--- src/rtl/fpm_pkg.sv ---
package fpm_pkg;

  typedef enum logic [3:0] {
    ST_IDLE, ST_PRE, ST_ACT, ST_COLS, ST_CASL, ST_CASP,
    ST_RPRE, ST_RCAS, ST_RRAS, ST_RREC
  } fpm_state_e;

  function automatic int ns2cyc(input int ns, input int period);
    return (ns + period - 1) / period;
  endfunction

  function automatic int max2(input int a, input int b);
    return (a > b) ? a : b;
  endfunction

endpackage

--- src/rtl/fpm_addr_split.sv ---
module fpm_addr_split #(
  parameter int ROW_W = 10,
  parameter int COL_W = 10
) (
  input  logic [ROW_W+COL_W-1:0] addr,
  output logic [ROW_W-1:0]       row,
  output logic [COL_W-1:0]       col
);
  assign row = addr[ROW_W+COL_W-1:COL_W];
  assign col = addr[COL_W-1:0];
endmodule

--- src/rtl/fpm_wait_timer.sv ---
module fpm_wait_timer #(
  parameter int W = 8
) (
  input  logic         clk,
  input  logic         rst_n,
  input  logic         load,
  input  logic [W-1:0] load_val,
  output logic         done
);
  logic [W-1:0] cnt_q;
  logic [W-1:0] cnt_d;
  logic         cnt_en;

  assign done = (cnt_q == '0);

  always_comb begin
    cnt_en = load || !done;
    cnt_d  = load ? load_val : cnt_q - 1'b1;
  end

  always_ff @(posedge clk or negedge rst_n) begin
    if (!rst_n)      cnt_q <= '0;
    else if (cnt_en) cnt_q <= cnt_d;
  end
endmodule

--- src/rtl/fpm_refresh_timer.sv ---
module fpm_refresh_timer #(
  parameter int INTERVAL = 780,
  localparam int W = (INTERVAL > 1) ? $clog2(INTERVAL) : 1
) (
  input  logic clk,
  input  logic rst_n,
  input  logic ack,
  output logic pending
);
  logic [W-1:0] cnt_q;
  logic [W-1:0] cnt_d;
  logic         wrap;
  logic         pend_d;

  always_comb begin
    wrap   = (cnt_q == W'(INTERVAL - 1));
    cnt_d  = wrap ? '0 : cnt_q + 1'b1;
    pend_d = wrap | (pending & ~ack);
  end

  always_ff @(posedge clk or negedge rst_n) begin
    if (!rst_n) begin
      cnt_q   <= '0;
      pending <= 1'b0;
    end else begin
      cnt_q   <= cnt_d;
      pending <= pend_d;
    end
  end
endmodule

--- src/rtl/fpm_dram_ctrl.sv ---
module fpm_dram_ctrl
  import fpm_pkg::*;
#(
  parameter int CLK_PERIOD_NS = 20,
  parameter int ROW_W         = 10,
  parameter int COL_W         = 10,
  parameter int DATA_W        = 16,
  parameter int T_RP_NS       = 30,
  parameter int T_RCD_NS      = 20,
  parameter int T_RAC_NS      = 50,
  parameter int T_CAC_NS      = 13,
  parameter int T_AA_NS       = 25,
  parameter int T_CP_NS       = 10,
  parameter int T_RAS_NS      = 50,
  parameter int T_REF_NS      = 15600,
  localparam int ADDR_W  = ROW_W + COL_W,
  localparam int BE_W    = DATA_W / 8,
  localparam int BUS_W   = (ROW_W > COL_W) ? ROW_W : COL_W,
  localparam int RP_CYC  = max2(ns2cyc(T_RP_NS, CLK_PERIOD_NS), 1),
  localparam int CAS_CYC = max2(max2(ns2cyc(T_CAC_NS, CLK_PERIOD_NS),
                                     ns2cyc(T_AA_NS, CLK_PERIOD_NS) - 1), 1),
  localparam int RCD_CYC = max2(max2(ns2cyc(T_RCD_NS, CLK_PERIOD_NS),
                                     ns2cyc(T_RAC_NS, CLK_PERIOD_NS) - 1 - CAS_CYC), 1),
  localparam int CP_CYC  = max2(ns2cyc(T_CP_NS, CLK_PERIOD_NS), 1),
  localparam int RAS_CYC = max2(ns2cyc(T_RAS_NS, CLK_PERIOD_NS), 1),
  localparam int REF_CYC = max2(T_REF_NS / CLK_PERIOD_NS, 2),
  localparam int TW      = 8
) (
  input  logic              clk,
  input  logic              rst_n,
  input  logic              req_valid,
  output logic              req_ready,
  input  logic              req_write,
  input  logic [ADDR_W-1:0] req_addr,
  input  logic [BE_W-1:0]   req_be,
  input  logic [DATA_W-1:0] req_wdata,
  output logic              rd_valid,
  output logic [DATA_W-1:0] rd_data,
  output logic [BUS_W-1:0]  dram_addr,
  output logic              dram_ras_n,
  output logic              dram_lcas_n,
  output logic              dram_ucas_n,
  output logic              dram_we_n,
  output logic              dram_oe_n,
  output logic [DATA_W-1:0] dram_dq_out,
  output logic              dram_dq_oe,
  input  logic [DATA_W-1:0] dram_dq_in
);

  // reset: asynchronous assert, synchronous release
  logic [1:0] rst_sync_q;
  logic       rst_core_n;
  always_ff @(posedge clk or negedge rst_n) begin
    if (!rst_n) rst_sync_q <= 2'b00;
    else        rst_sync_q <= {rst_sync_q[0], 1'b1};
  end
  assign rst_core_n = rst_sync_q[1];

  fpm_state_e state_q, state_d;
  logic             row_open_q, row_open_d;
  logic [ROW_W-1:0] open_row_q;
  logic [COL_W-1:0] col_q;
  logic             wr_q;
  logic [BE_W-1:0]  be_q;
  logic [DATA_W-1:0] wdata_q;

  logic [ROW_W-1:0] in_row;
  logic [COL_W-1:0] in_col;
  logic             accept;
  logic             ref_pend, ref_ack;
  logic             wait_done, wait_load;
  logic [TW-1:0]    wait_val;

  logic [ROW_W-1:0] cur_row;
  logic [COL_W-1:0] cur_col;
  logic             cur_wr;
  logic [BE_W-1:0]  cur_be;
  logic [DATA_W-1:0] cur_wdata;

  logic             ras_n_d, lcas_n_d, ucas_n_d, we_n_d, oe_n_d, dq_oe_d;
  logic [BUS_W-1:0] addr_d;
  logic             addr_en;
  logic             capture;
  logic [DATA_W-1:0] rd_mask;

  fpm_addr_split #(.ROW_W(ROW_W), .COL_W(COL_W)) u_split (
    .addr(req_addr), .row(in_row), .col(in_col)
  );

  fpm_refresh_timer #(.INTERVAL(REF_CYC)) u_ref (
    .clk(clk), .rst_n(rst_core_n), .ack(ref_ack), .pending(ref_pend)
  );

  fpm_wait_timer #(.W(TW)) u_wait (
    .clk(clk), .rst_n(rst_core_n), .load(wait_load),
    .load_val(wait_val), .done(wait_done)
  );

  assign req_ready = (state_q == ST_IDLE) && !ref_pend;

  // next state
  always_comb begin
    state_d = state_q;
    accept  = 1'b0;
    ref_ack = 1'b0;
    unique case (state_q)
      ST_IDLE: begin
        if (ref_pend) begin
          state_d = ST_RPRE;
          ref_ack = 1'b1;
        end else if (req_valid) begin
          accept  = 1'b1;
          state_d = (row_open_q && in_row == open_row_q) ? ST_COLS : ST_PRE;
        end
      end
      ST_PRE:  if (wait_done) state_d = ST_ACT;
      ST_ACT:  if (wait_done) state_d = ST_COLS;
      ST_COLS: if (wait_done) state_d = ST_CASL;
      ST_CASL: if (wait_done) state_d = ST_CASP;
      ST_CASP: if (wait_done) state_d = ST_IDLE;
      ST_RPRE: if (wait_done) state_d = ST_RCAS;
      ST_RCAS: if (wait_done) state_d = ST_RRAS;
      ST_RRAS: if (wait_done) state_d = ST_RREC;
      ST_RREC: if (wait_done) state_d = ST_IDLE;
      default: state_d = ST_IDLE;
    endcase
  end

  // dwell time of the state being entered
  always_comb begin
    wait_load = (state_d != state_q);
    unique case (state_d)
      ST_PRE, ST_RPRE, ST_RREC: wait_val = TW'(RP_CYC - 1);
      ST_ACT:                   wait_val = TW'(RCD_CYC - 1);
      ST_CASL:                  wait_val = TW'(CAS_CYC - 1);
      ST_CASP:                  wait_val = TW'(CP_CYC - 1);
      ST_RRAS:                  wait_val = TW'(RAS_CYC - 1);
      default:                  wait_val = '0;
    endcase
  end

  // request fields seen by the strobe decode
  always_comb begin
    cur_row   = accept ? in_row    : open_row_q;
    cur_col   = accept ? in_col    : col_q;
    cur_wr    = accept ? req_write : wr_q;
    cur_be    = accept ? req_be    : be_q;
    cur_wdata = accept ? req_wdata : wdata_q;
  end

  always_comb begin
    row_open_d = row_open_q;
    if (state_d == ST_ACT)                              row_open_d = 1'b1;
    else if (state_d == ST_PRE || state_d == ST_RPRE)   row_open_d = 1'b0;

    ras_n_d  = !((state_d inside {ST_ACT, ST_COLS, ST_CASL, ST_CASP, ST_RRAS}) ||
                 (state_d == ST_IDLE && row_open_d));
    lcas_n_d = !((state_d == ST_CASL && cur_be[0]) || (state_d inside {ST_RCAS, ST_RRAS}));
    ucas_n_d = !((state_d == ST_CASL && cur_be[BE_W-1]) || (state_d inside {ST_RCAS, ST_RRAS}));
    we_n_d   = !((state_d inside {ST_COLS, ST_CASL}) && cur_wr);
    oe_n_d   = !(state_d == ST_CASL && !cur_wr);
    dq_oe_d  = (state_d inside {ST_COLS, ST_CASL}) && cur_wr;

    addr_en = 1'b1;
    if (state_d inside {ST_PRE, ST_ACT})        addr_d = BUS_W'(cur_row);
    else if (state_d inside {ST_COLS, ST_CASL}) addr_d = BUS_W'(cur_col);
    else begin
      addr_d  = dram_addr;
      addr_en = 1'b0;
    end

    capture = (state_q == ST_CASL) && wait_done && !wr_q;
    for (int b = 0; b < BE_W; b++) rd_mask[b*8 +: 8] = {8{be_q[b]}};
  end

  // registers
  always_ff @(posedge clk or negedge rst_core_n) begin
    if (!rst_core_n) begin
      state_q     <= ST_IDLE;
      row_open_q  <= 1'b0;
      dram_ras_n  <= 1'b1;
      dram_lcas_n <= 1'b1;
      dram_ucas_n <= 1'b1;
      dram_we_n   <= 1'b1;
      dram_oe_n   <= 1'b1;
      dram_dq_oe  <= 1'b0;
      dram_addr   <= '0;
      dram_dq_out <= '0;
      rd_valid    <= 1'b0;
      rd_data     <= '0;
      open_row_q  <= '0;
      col_q       <= '0;
      wr_q        <= 1'b0;
      be_q        <= '0;
      wdata_q     <= '0;
    end else begin
      state_q     <= state_d;
      row_open_q  <= row_open_d;
      dram_ras_n  <= ras_n_d;
      dram_lcas_n <= lcas_n_d;
      dram_ucas_n <= ucas_n_d;
      dram_we_n   <= we_n_d;
      dram_oe_n   <= oe_n_d;
      dram_dq_oe  <= dq_oe_d;
      rd_valid    <= capture;
      if (addr_en) dram_addr   <= addr_d;
      if (dq_oe_d) dram_dq_out <= cur_wdata;
      if (capture) rd_data     <= dram_dq_in & rd_mask;
      if (accept) begin
        open_row_q <= in_row;
        col_q      <= in_col;
        wr_q       <= req_write;
        be_q       <= req_be;
        wdata_q    <= req_wdata;
      end
    end
  end

endmodule

--- config.mk ---
export PLATFORM = sky130hd
export DESIGN_NAME = fpm_dram_ctrl
export DESIGN_NICKNAME = d
export VERILOG_FILES = /design/src/rtl/fpm_pkg.sv /design/src/rtl/fpm_addr_split.sv /design/src/rtl/fpm_wait_timer.sv /design/src/rtl/fpm_refresh_timer.sv /design/src/rtl/fpm_dram_ctrl.sv
export SDC_FILE = /design/constraint.sdc
export NUM_CORES = 1
export LEC_CHECK = 0
export BUFFER_PORTS_ARGS = -buffer_cell sky130_fd_sc_hd__buf_2
export CAP_MARGIN = 20
export CORE_UTILIZATION = 50
export CTS_CLUSTER_DIAMETER = 80
export CTS_CLUSTER_SIZE = 25
export DETAILED_ROUTE_END_ITERATION = 8
export GPL_TIMING_DRIVEN = 0
export PLACE_DENSITY_LB_ADDON = 0.2
export SETUP_SLACK_MARGIN = 0.05
export SKIP_CTS_REPAIR_TIMING = 1
export SYNTH_ARGS = -nofsm -noshare
export SYNTH_HDL_FRONTEND = slang
export SYNTH_HIERARCHICAL = 1
export SYNTH_SLANG_ARGS = --single-unit
--- constraint.sdc ---
create_clock -name clk -period 9.75 [get_ports clk]
set_input_delay 1.95 -clock clk [delete_from_list [all_inputs] [get_ports clk]]
set_output_delay 1.95 -clock clk [all_outputs]
set_load 0.005 [all_outputs]
Word-level counts from Yosys, hierarchy flattened. Index checks and enable logic that the tools add are counted.

Output and inout bits: 50. Register bits: 114.

Mux-type cells: 31. Add/subtract/negate cells: 2. Equal/unequal tests: 21. Bitwise logic cells: 4. Reductions and logical operators: 34.

Operators with widths (number): $mux 10 (5); $mux 4 (10); $pmux 4 s9 (1); $eq 4x3->1 const B (8); $and 16x16->16 (1); $eq 4x2->1 const B (4); $eq 4x4->1 const B (4); $mux 16 (1); $add 10x1->10 const B (1); $eq 10x10->1 (1); $eq 10x10->1 const B (1); $mux 1 (10); $logic_and 1x1->1 (9); $logic_not 1->1 (9); $eq 4x1->1 const B (2); $logic_not 4->1 (2); $logic_not 8->1 (1); $mux 8 (1); $reduce_bool 2->1 (4); $sub 8x1->8 const B (1); $logic_or 1x1->1 (5); $reduce_bool 5->1 (1); $mux 2 (2); $ne 4x4->1 (1); 7 further kinds (7).

Depth between registers and ports, before layout.
Depth in word-level cells: 13. Mapped depth: 14.

Modules after synthesis. Netlist, hierarchy kept.

Modules (own cells, without submodules): fpm_dram_ctrl (area each 4450.5 sq um, instances 1, sequential area each 2383.5 sq um, cells each 462); fpm_refresh_timer (area each 503.0 sq um, instances 1, sequential area each 275.3 sq um, cells each 45); fpm_wait_timer (area each 474.2 sq um, instances 1, sequential area each 200.2 sq um, cells each 54); fpm_addr_split (area each 150.1 sq um, instances 1, sequential area each 0.0 sq um, cells each 20).

Least setup slack after synthesis. Ideal clock, no wire load.

Path kind: in2reg. Start point: input req_valid. End point: register u_wait.cnt_q[5]. Stages: 8. Setup slack: 6066 ps. Data arrival time: 3580 ps. Required time: 9646 ps. Buffers on the path: 3. Cell sequence: nor2b_1 nand2_1 clkbuf_1 clkbuf_1 o2111ai_1 clkbuf_1 clkinv_1 a221oi_1.

Word-level cells in the longest chain between the ends: 5. Elaborated cells between the ends (all ways): 6.

RTL lines: from (decl) (RTL line fpm_dram_ctrl.sv:31) `input logic req_valid,`; $mux 4 (*) (RTL line fpm_dram_ctrl.sv:111) `end else if (req_valid) begin`; $mux 4 (*) (RTL line fpm_dram_ctrl.sv:108) `if (ref_pend) begin`; $pmux 4 s9 (*) (RTL line fpm_dram_ctrl.sv:106) `unique case (state_q)`; $ne 4x4->1 (*) (RTL line fpm_dram_ctrl.sv:131) `wait_load = (state_d != state_q);`; net wait_load (RTL line fpm_dram_ctrl.sv:71) `logic wait_done, wait_load;`; $mux 8 or $logic_or 1x1->1 (tied branches) (RTL line fpm_wait_timer.sv:18, fpm_wait_timer.sv:17); to (signal assigned) (RTL line fpm_wait_timer.sv:23) `else if (cnt_en) cnt_q <= cnt_d;`; to (decl) (RTL line fpm_wait_timer.sv:10) `logic [W-1:0] cnt_q;`.

The timed path passes the listed nets; every way through them passes the cells marked *. A chain may end at the register's enable or synchronous reset.

Final worst setup path. Same ends and word-level chain as after synthesis.

==> impl_metrics.tcl <==
set metrics [dict create \
    cts_tree "yes" \
    dpl.hpwl_mm 8.75 \
    synthTopCellsByCount "158 x sky130_fd_sc_hd__nand2_1, 109 x sky130_fd_sc_hd__dfrtp_1, 40 x sky130_fd_sc_hd__nor2_1" \
    worst_ep_arrival_time_ns 4.36 \
    wirelength_mm 13.0 \
    nets 753 \
    firstDrtPassIters 5 \
    avgViaCountPerCell 5.37 \
    rsz0062_at_grt "false" \
    worstSetupStartpointType "input port" \
    swShare 0.325 \
    worst-endpoint-required_ns 10.16 \
    period_minus_slack_ns 3.95 \
    post-synth-top-count-cell "sky130_fd_sc_hd__nand2_1" \
    max_slew.worst_pin.slew_ns 0.664 \
    critical-path-top-cell-by-count "sky130_fd_sc_hd__clkbuf_1" \
    ys_ff_latch 114 \
    cts_clock_pin_slew_for_the_worst_setup_and_hold_paths_ns 0.06 \
    post-route-drc-count 0 \
    drt.antenna.violating_nets 0 \
    critical_path.endpoint_type "register" \
    vias 4544 \
    ff_latch_area_um2 2860 \
    worst_path_maximum_fanout 10 \
    worst_hold_path_type "register to asynchronous set/reset pin" \
    core-area_um2 10800 \
    multiInputGateArea_um2 2370 \
    power_leakage_nw 3.41 \
    max_cap_viols 0 \
    floorplan.io_pins 108 \
    htreeDepth 4 \
    antenna_found_initial 0 \
    status "completed" \
    place_congestion 0.882 \
    buffer_ports.inserted 87 \
    ys.flop_type "sky130_fd_sc_hd__dfrtp_1" \
    share_comb_of_total_power 0.297 \
    first_global_vias 4302 \
    grt_max_degree 67 \
    setup-tns-final_ns 0 \
    final_layout_size_suffix_gt1_frac 0.262 \
    hold_violations 0 \
    crit_type "input port to register" \
    clkLatencyLatePin_ns 0.52 \
    timing.final.max_slew_violations 0 \
    drtIter0Drc 425 \
    floorplan.initialDensity 0.515 \
    timing.reg2reg.worst_path_depth 12 \
    cts_num_sinks 114 \
    power.switching_uw 637 \
    first_pass_grt_wire_length_mm 21.0 \
    floorplan.rows 38 \
    die-area_um2 11600 \
    ys_async_sr_fraction 1.00 \
    synth_top_area_share 0.489 \
    hold_ws_ns 0.357 \
    period_share 0.405 \
    number_of_filler_instances_in_the_final_layout 911 \
    synthTopCellsByArea "sky130_fd_sc_hd__dfrtp_1 49%, sky130_fd_sc_hd__nand2_1 11%, sky130_fd_sc_hd__buf_4 2.8%" \
    chipHeight_um 108 \
    synth_enable_flop_cells 0 \
    synthesis.area_um2 5580 \
    synth_top_cell_by_area "sky130_fd_sc_hd__dfrtp_1" \
    critical-path-slowest-cell "sky130_fd_sc_hd__a221oi_1" \
    synth_cell_types 67 \
    ys.warnings.count 6 \
    globalRouteOverflowTotal 0 \
    max_slew_headroom 0.549 \
    cp_top_family "buffers and inverters" \
    yosysSeqAreaShare 0.513 \
    clock_power_share 0.331 \
    p_total_mw 1.96 \
    worst-path-stages 9 \
    critical-path-max-stage-delay_ns 0.36 \
    report.final.setup_viol 0 \
    power_per_cell_area_nw_per_um2 286 \
    tritoncts.num_buffers 17 \
    detail_route.wl_per_cell_um 15.3 \
    max_freq_mhz 253 \
    final_util 0.632 \
    synth.avg_cell_area_um2 9.60 \
    skew_ns 0.00865 \
    crit_path_cell_trace "buf_2 -> nor2b_1 -> nand2_1 -> clkbuf_1 -> clkbuf_1 -> o2111ai_1 -> clkbuf_1 -> clkinv_1 -> a221oi_1" \
    grt_usage 0.238 \
    netlist_instances 581 \
    n_antenna_cell 0 \
    power.ir.vdd_worst_v 0.000137 \
    cts-root-to-sink-buffers 2 \
    power.sequential.fraction 0.372 \
    cp.buffers_inverters 5 \
    syn_to_final_growth_pct 22.9 \
    dieWidth_um 108 \
    cts-root-buf "sky130_fd_sc_hd__clkbuf_8" \
    cellInternalPower_mw 1.32 \
]
## power by group through the flow
stage          Sequential, mW  Clock [mW]  Combinational [mW]
2_1_floorplan           0.720           0               0.411
3_3_place_gp            0.731           0               0.555
3_5_place_dp            0.732           0               0.580
4_1_cts                 0.727       0.653               0.587
5_1_grt                 0.745       0.676               0.650
6_report                0.728       0.647               0.582
## worst paths after layout
path | start | endpoint | slack, ns
setup reg to reg | u_wait/cnt_q[3] | dram_dq_out[15] | 5.81
max in group asynchronous | rst_n | rst_sync_q[1] | 8.44
min in group clk | rst_sync_q[0] | rst_sync_q[1] | 0.36
hold / removal | rst_sync_q[1] | dram_dq_out[4] | 0.36
setup / recovery | req_valid | u_wait/cnt_q[5] | 5.80
hold reg to reg | rst_sync_q[1] | dram_dq_out[4] | 0.36
## flip-flops by register name, indices dropped and copies added (netlist names), 4 cells and up
register,flops
u_wait/cnt_q,8
state_q,4
dram_dq_out,16
open_row_q,10
rd_data,16
dram_addr,10
wdata_q,16
u_ref/cnt_q,10
col_q,10
## area by class of cell
cell class | instances | area share
clock inverter | 13 | 0.0270
inverter | 14 | 0.00803
buffer | 52 | 0.0449
clock buffer | 19 | 0.0630
sequential | 114 | 0.418
tap | 140 | 0.0256
timing repair buffer | 88 | 0.0675
multi-input combinational | 406 | 0.346
## routing by layer
metal  track usage  share of wire  vias up
met1         0.315           0.43     2186
li1              -              -     2182
met5             0              0        -
met4        0.0851          0.013        0
met3        0.0605          0.062       15
met2         0.378           0.49      161
## through the flow
stage / cell area [um2] / setup WS [ns] / std cells
floorplan: 5600 / 6.07 / 586
global placement: 6210 / 5.13 / 813
detailed placement: 6240 / 5.27 / 814
CTS: 6860 / 5.79 / 846
global route: 6860 / 5.58 / 846
finish: 6860 / 5.80 / 846
## cell families (layout without fill, tap and decap cells)
family	count (synthesis)	count (layout)	share of synthesized area
compound gates	101	101	0.125
xor+xnor	17	17	0.0267
fa+ha+maj	2	2	0.00449
buf+inv	66	186	0.0651
flops	114	114	0.513
mux	28	28	0.0610
other cells	2	7	0.00135
simple gates	251	251	0.203
## layout by cell type (no fill, tap or decap), types with 4 or more instances in the layout
cell type and count:
sky130_fd_sc_hd__a21oi_1 17, sky130_fd_sc_hd__a221o_1 9, sky130_fd_sc_hd__a22o_1 9, sky130_fd_sc_hd__a22oi_1 9
sky130_fd_sc_hd__a31oi_1 5, sky130_fd_sc_hd__and2_1 5, sky130_fd_sc_hd__buf_2 95, sky130_fd_sc_hd__buf_4 21
sky130_fd_sc_hd__bufinv_16 4, sky130_fd_sc_hd__clkbuf_1 20, sky130_fd_sc_hd__clkbuf_16 16, sky130_fd_sc_hd__clkinvlp_4 5
sky130_fd_sc_hd__conb_1 7, sky130_fd_sc_hd__dfrtp_1 108, sky130_fd_sc_hd__dfstp_2 5, sky130_fd_sc_hd__inv_1 10
sky130_fd_sc_hd__mux2_1 8, sky130_fd_sc_hd__mux2_4 9, sky130_fd_sc_hd__mux2i_1 9, sky130_fd_sc_hd__nand2_1 158
sky130_fd_sc_hd__nand3_1 9, sky130_fd_sc_hd__nor2_1 40, sky130_fd_sc_hd__nor2b_1 5, sky130_fd_sc_hd__nor3_1 6
sky130_fd_sc_hd__nor4_1 4, sky130_fd_sc_hd__o211ai_1 4, sky130_fd_sc_hd__o21ai_0 21, sky130_fd_sc_hd__o21ai_1 5
sky130_fd_sc_hd__o31ai_1 5, sky130_fd_sc_hd__xor2_1 14
No activity file was read; power rests on OpenSTA's default activity.
